<file path="config.mk">
export PLATFORM = sky130hd
export DESIGN_NAME = spr_gate
export DESIGN_NICKNAME = d
export VERILOG_FILES = /design/src/rtl/spr_gate_pkg.sv /design/src/rtl/spr_gate_decode.sv /design/src/rtl/spr_gate_perm.sv /design/src/rtl/spr_gate_regs.sv /design/src/rtl/spr_gate.sv
export SDC_FILE = /design/constraint.sdc
export NUM_CORES = 1
export LEC_CHECK = 0
export BUFFER_PORTS_ARGS = -buffer_cell sky130_fd_sc_hd__buf_2
export CORE_UTILIZATION = 23
export DETAILED_ROUTE_END_ITERATION = 16
export PLACE_DENSITY_LB_ADDON = 0.1
export SLEW_MARGIN = 20
export SYNTH_ARGS = -nofsm -noshare
export SYNTH_HDL_FRONTEND = slang
export SYNTH_HIERARCHICAL = 1
export SYNTH_SLANG_ARGS = --single-unit
export TNS_END_PERCENT = 10
</file>
<file path="constraint.sdc">
create_clock -name clk -period 4.5 [get_ports clk]
set_clock_uncertainty 0.2 [all_clocks]
set_input_delay 0.45 -clock clk [delete_from_list [all_inputs] [get_ports clk]]
set_output_delay 0.45 -clock clk [all_outputs]
set_load 0.005 [all_outputs]
</file>
<file path="src/rtl/spr_gate_pkg.sv">
package spr_gate_pkg;

    localparam int SPR_W        = 10;
    localparam int DATA_W       = 32;
    // Big-endian bit 5 of a 10-bit number is bit index 4 from the LSB.
    localparam int PRIV_BIT_IDX = SPR_W - 1 - 5;
    localparam int CTX_FIELD_W  = 8;

    typedef enum logic [1:0] {
        RESP_NONE = 2'd0,
        RESP_OK   = 2'd1,
        RESP_ILL  = 2'd2,
        RESP_PRIV = 2'd3
    } resp_e;

endpackage

</file>
<file path="src/rtl/spr_gate_decode.sv">
module spr_gate_decode
    import spr_gate_pkg::*;
#(
    parameter int NUM_USR  = 4,
    parameter int NUM_SUP  = 4,
    parameter int USR_BASE = 256,
    parameter int SUP_BASE = 272,
    parameter int CTX_SPR  = 560
) (
    input  logic [SPR_W-1:0]   spr,
    output logic [NUM_USR-1:0] hit_usr,
    output logic [NUM_SUP-1:0] hit_sup,
    output logic               hit_ctx,
    output logic               implemented,
    output logic               priv_only
);

    for (genvar i = 0; i < NUM_USR; i++) begin : g_usr
        localparam logic [SPR_W-1:0] ADDR = SPR_W'(USR_BASE + i);
        assign hit_usr[i] = (spr == ADDR);
    end

    for (genvar j = 0; j < NUM_SUP; j++) begin : g_sup
        localparam logic [SPR_W-1:0] ADDR = SPR_W'(SUP_BASE + j);
        assign hit_sup[j] = (spr == ADDR);
    end

    assign hit_ctx     = (spr == SPR_W'(CTX_SPR));
    assign implemented = (|hit_usr) | (|hit_sup) | hit_ctx;
    assign priv_only   = spr[PRIV_BIT_IDX];

endmodule

</file>
<file path="src/rtl/spr_gate_perm.sv">
module spr_gate_perm
    import spr_gate_pkg::*;
(
    input  logic  valid,
    input  logic  implemented,
    input  logic  priv_only,
    input  logic  user_mode,
    output resp_e resp
);

    always_comb begin
        if (!valid) begin
            resp = RESP_NONE;
        end else if (priv_only && user_mode) begin
            resp = RESP_PRIV;
        end else if (implemented) begin
            resp = RESP_OK;
        end else begin
            resp = RESP_ILL;
        end
    end

endmodule

</file>
<file path="src/rtl/spr_gate_regs.sv">
module spr_gate_regs
    import spr_gate_pkg::*;
#(
    parameter int NUM_USR = 4,
    parameter int NUM_SUP = 4,
    parameter int NUM_CTX = 0
) (
    input  logic               clk,
    input  logic               rst_n,
    input  logic               wr_en,
    input  logic [NUM_USR-1:0] hit_usr,
    input  logic [NUM_SUP-1:0] hit_sup,
    input  logic               hit_ctx,
    input  logic [DATA_W-1:0]  wr_data,
    output logic [DATA_W-1:0]  rd_value
);

    localparam int  CTX_HI_W = DATA_W - CTX_FIELD_W;
    localparam bit  CTX_EN   = (NUM_CTX != 0);
    localparam logic [CTX_FIELD_W-1:0] CTX_COUNT = CTX_FIELD_W'(NUM_CTX);

    typedef struct packed {
        logic [NUM_USR-1:0][DATA_W-1:0] usr;
        logic [NUM_SUP-1:0][DATA_W-1:0] sup;
        logic [CTX_HI_W-1:0]            ctx_hi;
    } state_t;

    state_t st_d, st_q;
    logic [DATA_W-1:0] ctx_view;

    always_comb begin
        st_d = st_q;
        if (wr_en) begin
            for (int i = 0; i < NUM_USR; i++) begin
                if (hit_usr[i]) st_d.usr[i] = wr_data;
            end
            for (int j = 0; j < NUM_SUP; j++) begin
                if (hit_sup[j]) st_d.sup[j] = wr_data;
            end
            if (hit_ctx && CTX_EN) begin
                st_d.ctx_hi = wr_data[DATA_W-1:CTX_FIELD_W];
            end
        end
    end

    always_ff @(posedge clk or negedge rst_n) begin
        if (!rst_n) st_q <= '0;
        else        st_q <= st_d;
    end

    generate
        if (CTX_EN) begin : g_ctx_on
            assign ctx_view = {st_q.ctx_hi, CTX_COUNT};
        end else begin : g_ctx_off
            assign ctx_view = '0;
        end
    endgenerate

    always_comb begin
        rd_value = '0;
        for (int i = 0; i < NUM_USR; i++) begin
            if (hit_usr[i]) rd_value = rd_value | st_q.usr[i];
        end
        for (int j = 0; j < NUM_SUP; j++) begin
            if (hit_sup[j]) rd_value = rd_value | st_q.sup[j];
        end
        if (hit_ctx) rd_value = rd_value | ctx_view;
    end

endmodule

</file>
<file path="src/rtl/spr_gate.sv">
module spr_gate
    import spr_gate_pkg::*;
#(
    parameter int NUM_USR  = 4,
    parameter int NUM_SUP  = 4,
    parameter int USR_BASE = 256,
    parameter int SUP_BASE = 272,
    parameter int CTX_SPR  = 560,
    parameter int NUM_CTX  = 0
) (
    input  logic        clk,
    input  logic        rst_n,
    input  logic        acc_valid,
    input  logic        acc_write,
    input  logic [9:0]  acc_spr,
    input  logic        user_mode,
    input  logic [31:0] wr_data,
    output logic        resp_ok,
    output logic        resp_illegal,
    output logic        resp_priv,
    output logic [31:0] rd_data
);

    logic [NUM_USR-1:0] hit_usr;
    logic [NUM_SUP-1:0] hit_sup;
    logic               hit_ctx;
    logic               implemented;
    logic               priv_only;
    resp_e              resp;
    logic [DATA_W-1:0]  rd_value;

    spr_gate_decode #(
        .NUM_USR (NUM_USR),
        .NUM_SUP (NUM_SUP),
        .USR_BASE(USR_BASE),
        .SUP_BASE(SUP_BASE),
        .CTX_SPR (CTX_SPR)
    ) u_decode (
        .spr        (acc_spr),
        .hit_usr    (hit_usr),
        .hit_sup    (hit_sup),
        .hit_ctx    (hit_ctx),
        .implemented(implemented),
        .priv_only  (priv_only)
    );

    spr_gate_perm u_perm (
        .valid      (acc_valid),
        .implemented(implemented),
        .priv_only  (priv_only),
        .user_mode  (user_mode),
        .resp       (resp)
    );

    spr_gate_regs #(
        .NUM_USR(NUM_USR),
        .NUM_SUP(NUM_SUP),
        .NUM_CTX(NUM_CTX)
    ) u_regs (
        .clk     (clk),
        .rst_n   (rst_n),
        .wr_en   ((resp == RESP_OK) && acc_write),
        .hit_usr (hit_usr),
        .hit_sup (hit_sup),
        .hit_ctx (hit_ctx),
        .wr_data (wr_data),
        .rd_value(rd_value)
    );

    assign resp_ok      = (resp == RESP_OK);
    assign resp_illegal = (resp == RESP_ILL);
    assign resp_priv    = (resp == RESP_PRIV);
    assign rd_data      = (resp_ok && !acc_write) ? rd_value : '0;

endmodule

</file>
# == After elaboration in Yosys (flattened, before gate mapping) ==
# Index checks and enable logic that the tools add are counted.
# totals
ff_bits,256
latch_bits,0
ramBits,0
rom_bits,0
in_bits,47
output_inout_bits,35
word_cells,55
n_memories,0
# classes
addsub,0
mul,0
n_div,0
n_lt_le_gt_ge,0
n_eq_ne,12
shifts,0
mux,12
bitwise,9
reduce_logical,14
# op_table
operator,count
two-way mux 32 bit,9
bitwise OR 32 bit,7
equality test 10 x 9 -> 1 bit (second input constant),8
AND reduction 2 bit,8
equality test 10 bit (second input constant),1
OR reduction 4 bit,2
two-way mux 2 bit,3
equality test 2 bit (second input constant),2
logical AND 1 bit,3
equality test 2 x 1 -> 1 bit (second input constant),1
bitwise OR 1 bit,2
zero test 1 bit,1

# == Logic depth before layout (Yosys ltp) ==
# depth
ltp_word,17
mapped_depth,11
mapped_depth_nobuf,8

# == Modules after synthesis ==
# The synthesis kept the hierarchy.
# by_module_without_submodules
module,n_inst,cells_each,area_per_inst_um2,seq_area_each_um2
spr_gate_regs,1,737,12161.7,6406.1
spr_gate,1,45,470.5,0.0
spr_gate_decode,1,21,136.4,0.0
spr_gate_perm,1,4,22.5,0.0

# == Worst setup path before layout ==
# No wires, ideal clock.
# synth_timing
path_type,input to register
from,in acc_spr[0]
to,reg u_regs/st_q[100] (netlist name)
setup_time_ns,0.125
arrival_time_ns,2.808
required_ns,4.175
slack_ns,1.367
path_stages,11
n_path_buf,3
path_cell_list,or4_4 nor4_4 a31o_1 a21oi_1 nor2b_1 clkbuf_2 and3b_2 buf_12 nand2_8 buf_12 mux2_4
# synth_via
word_cells_on_any_way,19
cone_classes,10 x eq/ne; 3 x mux; 2 x bitwise; 4 x reduce/logical
# synth_lines
element,line,source
"start, declared",spr_gate.sv:15,"input logic [9:0] acc_spr,"
equality test 10 bit,spr_gate_decode.sv:28,assign hit_ctx = (spr == SPR_W'(CTX_SPR));
via hit_ctx,spr_gate.sv:26,logic hit_ctx;
bitwise OR 1 bit,spr_gate_decode.sv:29,assign implemented = (|hit_usr) | (|hit_sup) | hit_ctx;
via implemented,spr_gate.sv:27,logic implemented;
two-way mux 2 bit,spr_gate_perm.sv:16,end else if (implemented) begin
two-way mux 2 bit,spr_gate_perm.sv:14,end else if (priv_only && user_mode) begin
two-way mux 2 bit,spr_gate_perm.sv:12,if (!valid) begin
via resp[0],spr_gate.sv:29,resp_e resp;
equality test 2 x 1 -> 1 bit,spr_gate.sv:62,".wr_en ((resp == RESP_OK) && acc_write),"
logical AND 1 bit,spr_gate.sv:62,
AND reduction 2 bit (no line),n/a,
"end signal, assigned",spr_gate_regs.sv:48,else st_q <= st_d;
"end, declared",spr_gate_regs.sv:28,"state_t st_d, st_q;"
# The timed path passes the listed nets, and every way through them passes these cells.
# A chain may end at the register's enable or synchronous reset.

# == Worst setup path after layout ==
# layout_timing
from,in acc_spr[7]
to,out rd_data[8]
# layout_via
elab_chain_cells,17
word_cells_on_any_way,34
cone_classes,10 x eq/ne; 12 x mux; 9 x bitwise; 3 x reduce/logical
# layout_lines
element,line,source
equality test 10 x 9 -> 1 bit *,spr_gate_decode.sv:20,assign hit_usr[i] = (spr == ADDR);
via hit_usr[0],spr_gate.sv:24,logic [NUM_USR-1:0] hit_usr;
two-way mux 32 bit *,spr_gate_regs.sv:62,if (hit_usr[i]) rd_value = rd_value | st_q.usr[i];
bitwise OR 32 bit,spr_gate_regs.sv:62,
two-way mux 32 bit *,spr_gate_regs.sv:62,
bitwise OR 32 bit,spr_gate_regs.sv:62,
two-way mux 32 bit *,spr_gate_regs.sv:62,
bitwise OR 32 bit,spr_gate_regs.sv:62,
(+3 left out),n/a,
bitwise OR 32 bit,spr_gate_regs.sv:65,if (hit_sup[j]) rd_value = rd_value | st_q.sup[j];
two-way mux 32 bit *,spr_gate_regs.sv:65,
bitwise OR 32 bit,spr_gate_regs.sv:65,
two-way mux 32 bit *,spr_gate_regs.sv:65,
bitwise OR 32 bit,spr_gate_regs.sv:65,
two-way mux 32 bit *,spr_gate_regs.sv:65,
via rd_value[8],spr_gate.sv:30,logic [DATA_W-1:0] rd_value;
two-way mux 32 bit *,spr_gate.sv:73,assign rd_data = (resp_ok && !acc_write) ? rd_value : '0;
"end, declared",spr_gate.sv:21,output logic [31:0] rd_data
# The timed path passes the listed nets; every way through them passes the cells marked *.

==> out/metrics.cfg <==
[run_status]
status = complete, no violations

[drt]
routed_via_density = 4.39
post_drt_wl_per_cell_um = 22.7
drc_errors = 0
dr.pass1.iters = 4
antenna_left = 0
via_count = 7227
first_iter_violations = 415
wirelength_mm = 37.3

[sta]
worst_pin_slew_ps = 732
hold_violations = 0
rsz0062_at_grt = false
timing.final.ws_setup_ps = 844
max_clock_freq_mhz = 274
timing.final.crit_period_ps = 3660
relSlewSlack_pct = 51.2
finalSetupViolCount = 0
slew_viol_final = 0
period_share_pct = 81.3
setup_tns_ps = 0

[finish]
fillers = 5567
largest-register = u_regs/st_q
drive_above_1_share_pct = 50.7
reg.largest.list = u_regs/st_q (256)
n_antenna_cell = 0
largest_register_ffs = 256
area_delta_synth_final_pct = 15.8
nets = 923

[floorplan]
fp.dieH_um = 238
num_io_pins = 82
rows = 86
dieArea_um2 = 56600
start_util_pct = 23.3
die_x_um = 238
core-area_um2 = 55000

[cts]
cts-root-buf = clkbuf_16
clkTransAtPathRegs_ps = 50
htreeDepth = 2
cts_made_buffers = 35
cts_tree = done
cts_buffer_depth = 3
clock-sinks = 256
clkLatencyLatePin_ps = 530

[setup_path]
rr_worst_depth = 1
cp-startpoint = acc_spr[7]
critPathMaxFanout = 33
rrSetupSlack_ps = 3530
start_kind = input pin
rr_startpoint = u_regs/st_q[85]$_DFFE_PN0P_
path_cells = buf_2, nor4b_1, nand3b_1, nor2_4, buf_4, a22oi_1, nand4_1, and4bb_2, buf_2
cp.arrival_ps = 3010
crit_slowest_cell = buf_4
crit_family = simple AND/OR/NAND/NOR gates
cp.required_ps = 3850
critPathMostFrequentCell = buf_2
end_kind = primary output
crit_path_max_incr_delay_ps = 510
reg2reg_to = u_regs/st_q[85]$_DFFE_PN0P_
critPathKind = input pin to primary output
cp_num_buf_inv = 3

[grt]
grt_pass1_wl_mm = 56.4
gr-total-overflow = 0
grt_pass1_vias = 7980
grt_start_max_net_pins = 116
track_usage_pct = 13.5
antenna_found_initial = 1

[place]
gp_congestion = 0.635
numPortBuffers = 81
hpwl_mm = 19.8
place_ws_ps = 798

[pwr]
ir_worst_vdd_v = 0.000178
powerDensity_nw_per_um2 = 347
finalPower_uw = 5140
static-leakage-power_uw = 0.00743

[logic_synthesis]
yosys_warnings = 6
synth_area_um2 = 12800
synth-seq-area-share_pct = 50.1
synthCells = 807
synth_ff_type = dfrtp_1
syn_area_per_cell_um2 = 15.9
async_reset_ff_share_pct = 100
synth_cell_types = 29
synth_nets = 854
synth_edf_count = 0
ys_ff_latch = 256

[worst_hold_path]
whs_endpoint = u_regs/st_q[45]$_DFFE_PN0P_
hold_start = wr_data[21]
whs_path_depth = 2
min_path_type = input pin to register

[job]
max_cap_viol_count = 0

## power by group
group,switching [µW],internal [µW]
clock network,1060,1600
logic,121,42.5
registers,1.73,2310
total,1180,3950
## how the worst max path moves through the flow
stage | cells past startpoint | to | slack, ps
finish | 9 | rd_data[8] | 840
global route | 9 | rd_data[19] | 730
CTS | 9 | rd_data[19] | 810
detailed placement | 10 | u_regs/st_q[167]$_DFFE_PN0P_ | 800
global placement | 9 | rd_data[10] | 800
floorplan | 11 | u_regs/st_q[100]$_DFFE_PN0P_ | 1370
## synthesized netlist by cell type, types with 8 or more instances
master / n / area share, %
a22oi_1: 128 / 7.5
and4bb_2: 32 / 3.1
buf_12: 25 / 3.9
buf_4: 8 / 0.47
clkbuf_1: 25 / 0.73
dfrtp_1: 256 / 50
mux2_2: 16 / 1.4
mux2_4: 240 / 28
nand2_8: 8 / 1.3
nand4_1: 32 / 1.6
nor2_1: 9 / 0.26
## cell families (layout without fill, tap and decap cells)
family / Yosys count / after routing / synth area share [%]
simple gates: 96 / 96 / 7.16
flops: 256 / 256 / 50.1
buf+inv: 68 / 158 / 5.50
mux: 256 / 256 / 29.6
compound gates: 131 / 131 / 7.68
## layer usage
metal | track usage, % | vias up | wire (µm)
met5 | 0 | - | 7
met3 | 2.75 | 40 | 1510
met1 | 19.1 | 3843 | 18200
met4 | 3.23 | 2 | 624
li1 | - | 3203 | -
met2 | 20.8 | 139 | 17000
## what timing repair did
action / CTS / global route
gates resized for setup: 0 / 0
buffers inserted: 0 / 0
endpoints found under the hold margin: 71 / 0
hold buffers: 1 / 0
## through the flow
stage / utilization [%] / area (µm²) / std cells / hold slack, ps
3_3_place_gp: 25.0 / 13700 / 1586 / 283
4_1_cts: 26.9 / 14800 / 1645 / 38.8
5_1_grt: 26.9 / 14800 / 1645 / 58.3
3_5_place_dp: 25.0 / 13700 / 1586 / 277
6_report: 26.9 / 14800 / 1645 / 76.1
2_1_floorplan: - / 12800 / 807 / -45.6
## layout make-up
type                       instances  area, µm²  area share, %
clock inverter                     7       75.1          0.507
timing repair buffer              99        628           4.24
inverter                           1       3.75         0.0253
multi-input combinational        483       5760           38.9
tap                              748        936           6.32
clock buffer                      51       1010           6.80
sequential                       256       6410           43.2
## placed cells by master (no fill, tap or decap), types with 2 or more instances in the layout
| cell | n |
|---|---|
| dfrtp_1 | 256 |
| mux2_4 | 240 |
| a22oi_1 | 128 |
| buf_2 | 80 |
| clkbuf_16 | 36 |
| and4bb_2 | 32 |
| nand4_1 | 32 |
| mux2_2 | 16 |
| buf_4 | 11 |
| clkbuf_1 | 10 |
| nor2_4 | 8 |
| nand2_8 | 8 |
| buf_12 | 6 |
| clkbuf_8 | 5 |
| clkinv_2 | 4 |
| nand3b_1 | 3 |
| nor2b_1 | 2 |
| nand3_1 | 2 |
Note: power is estimated with default switching activity, not from simulation.
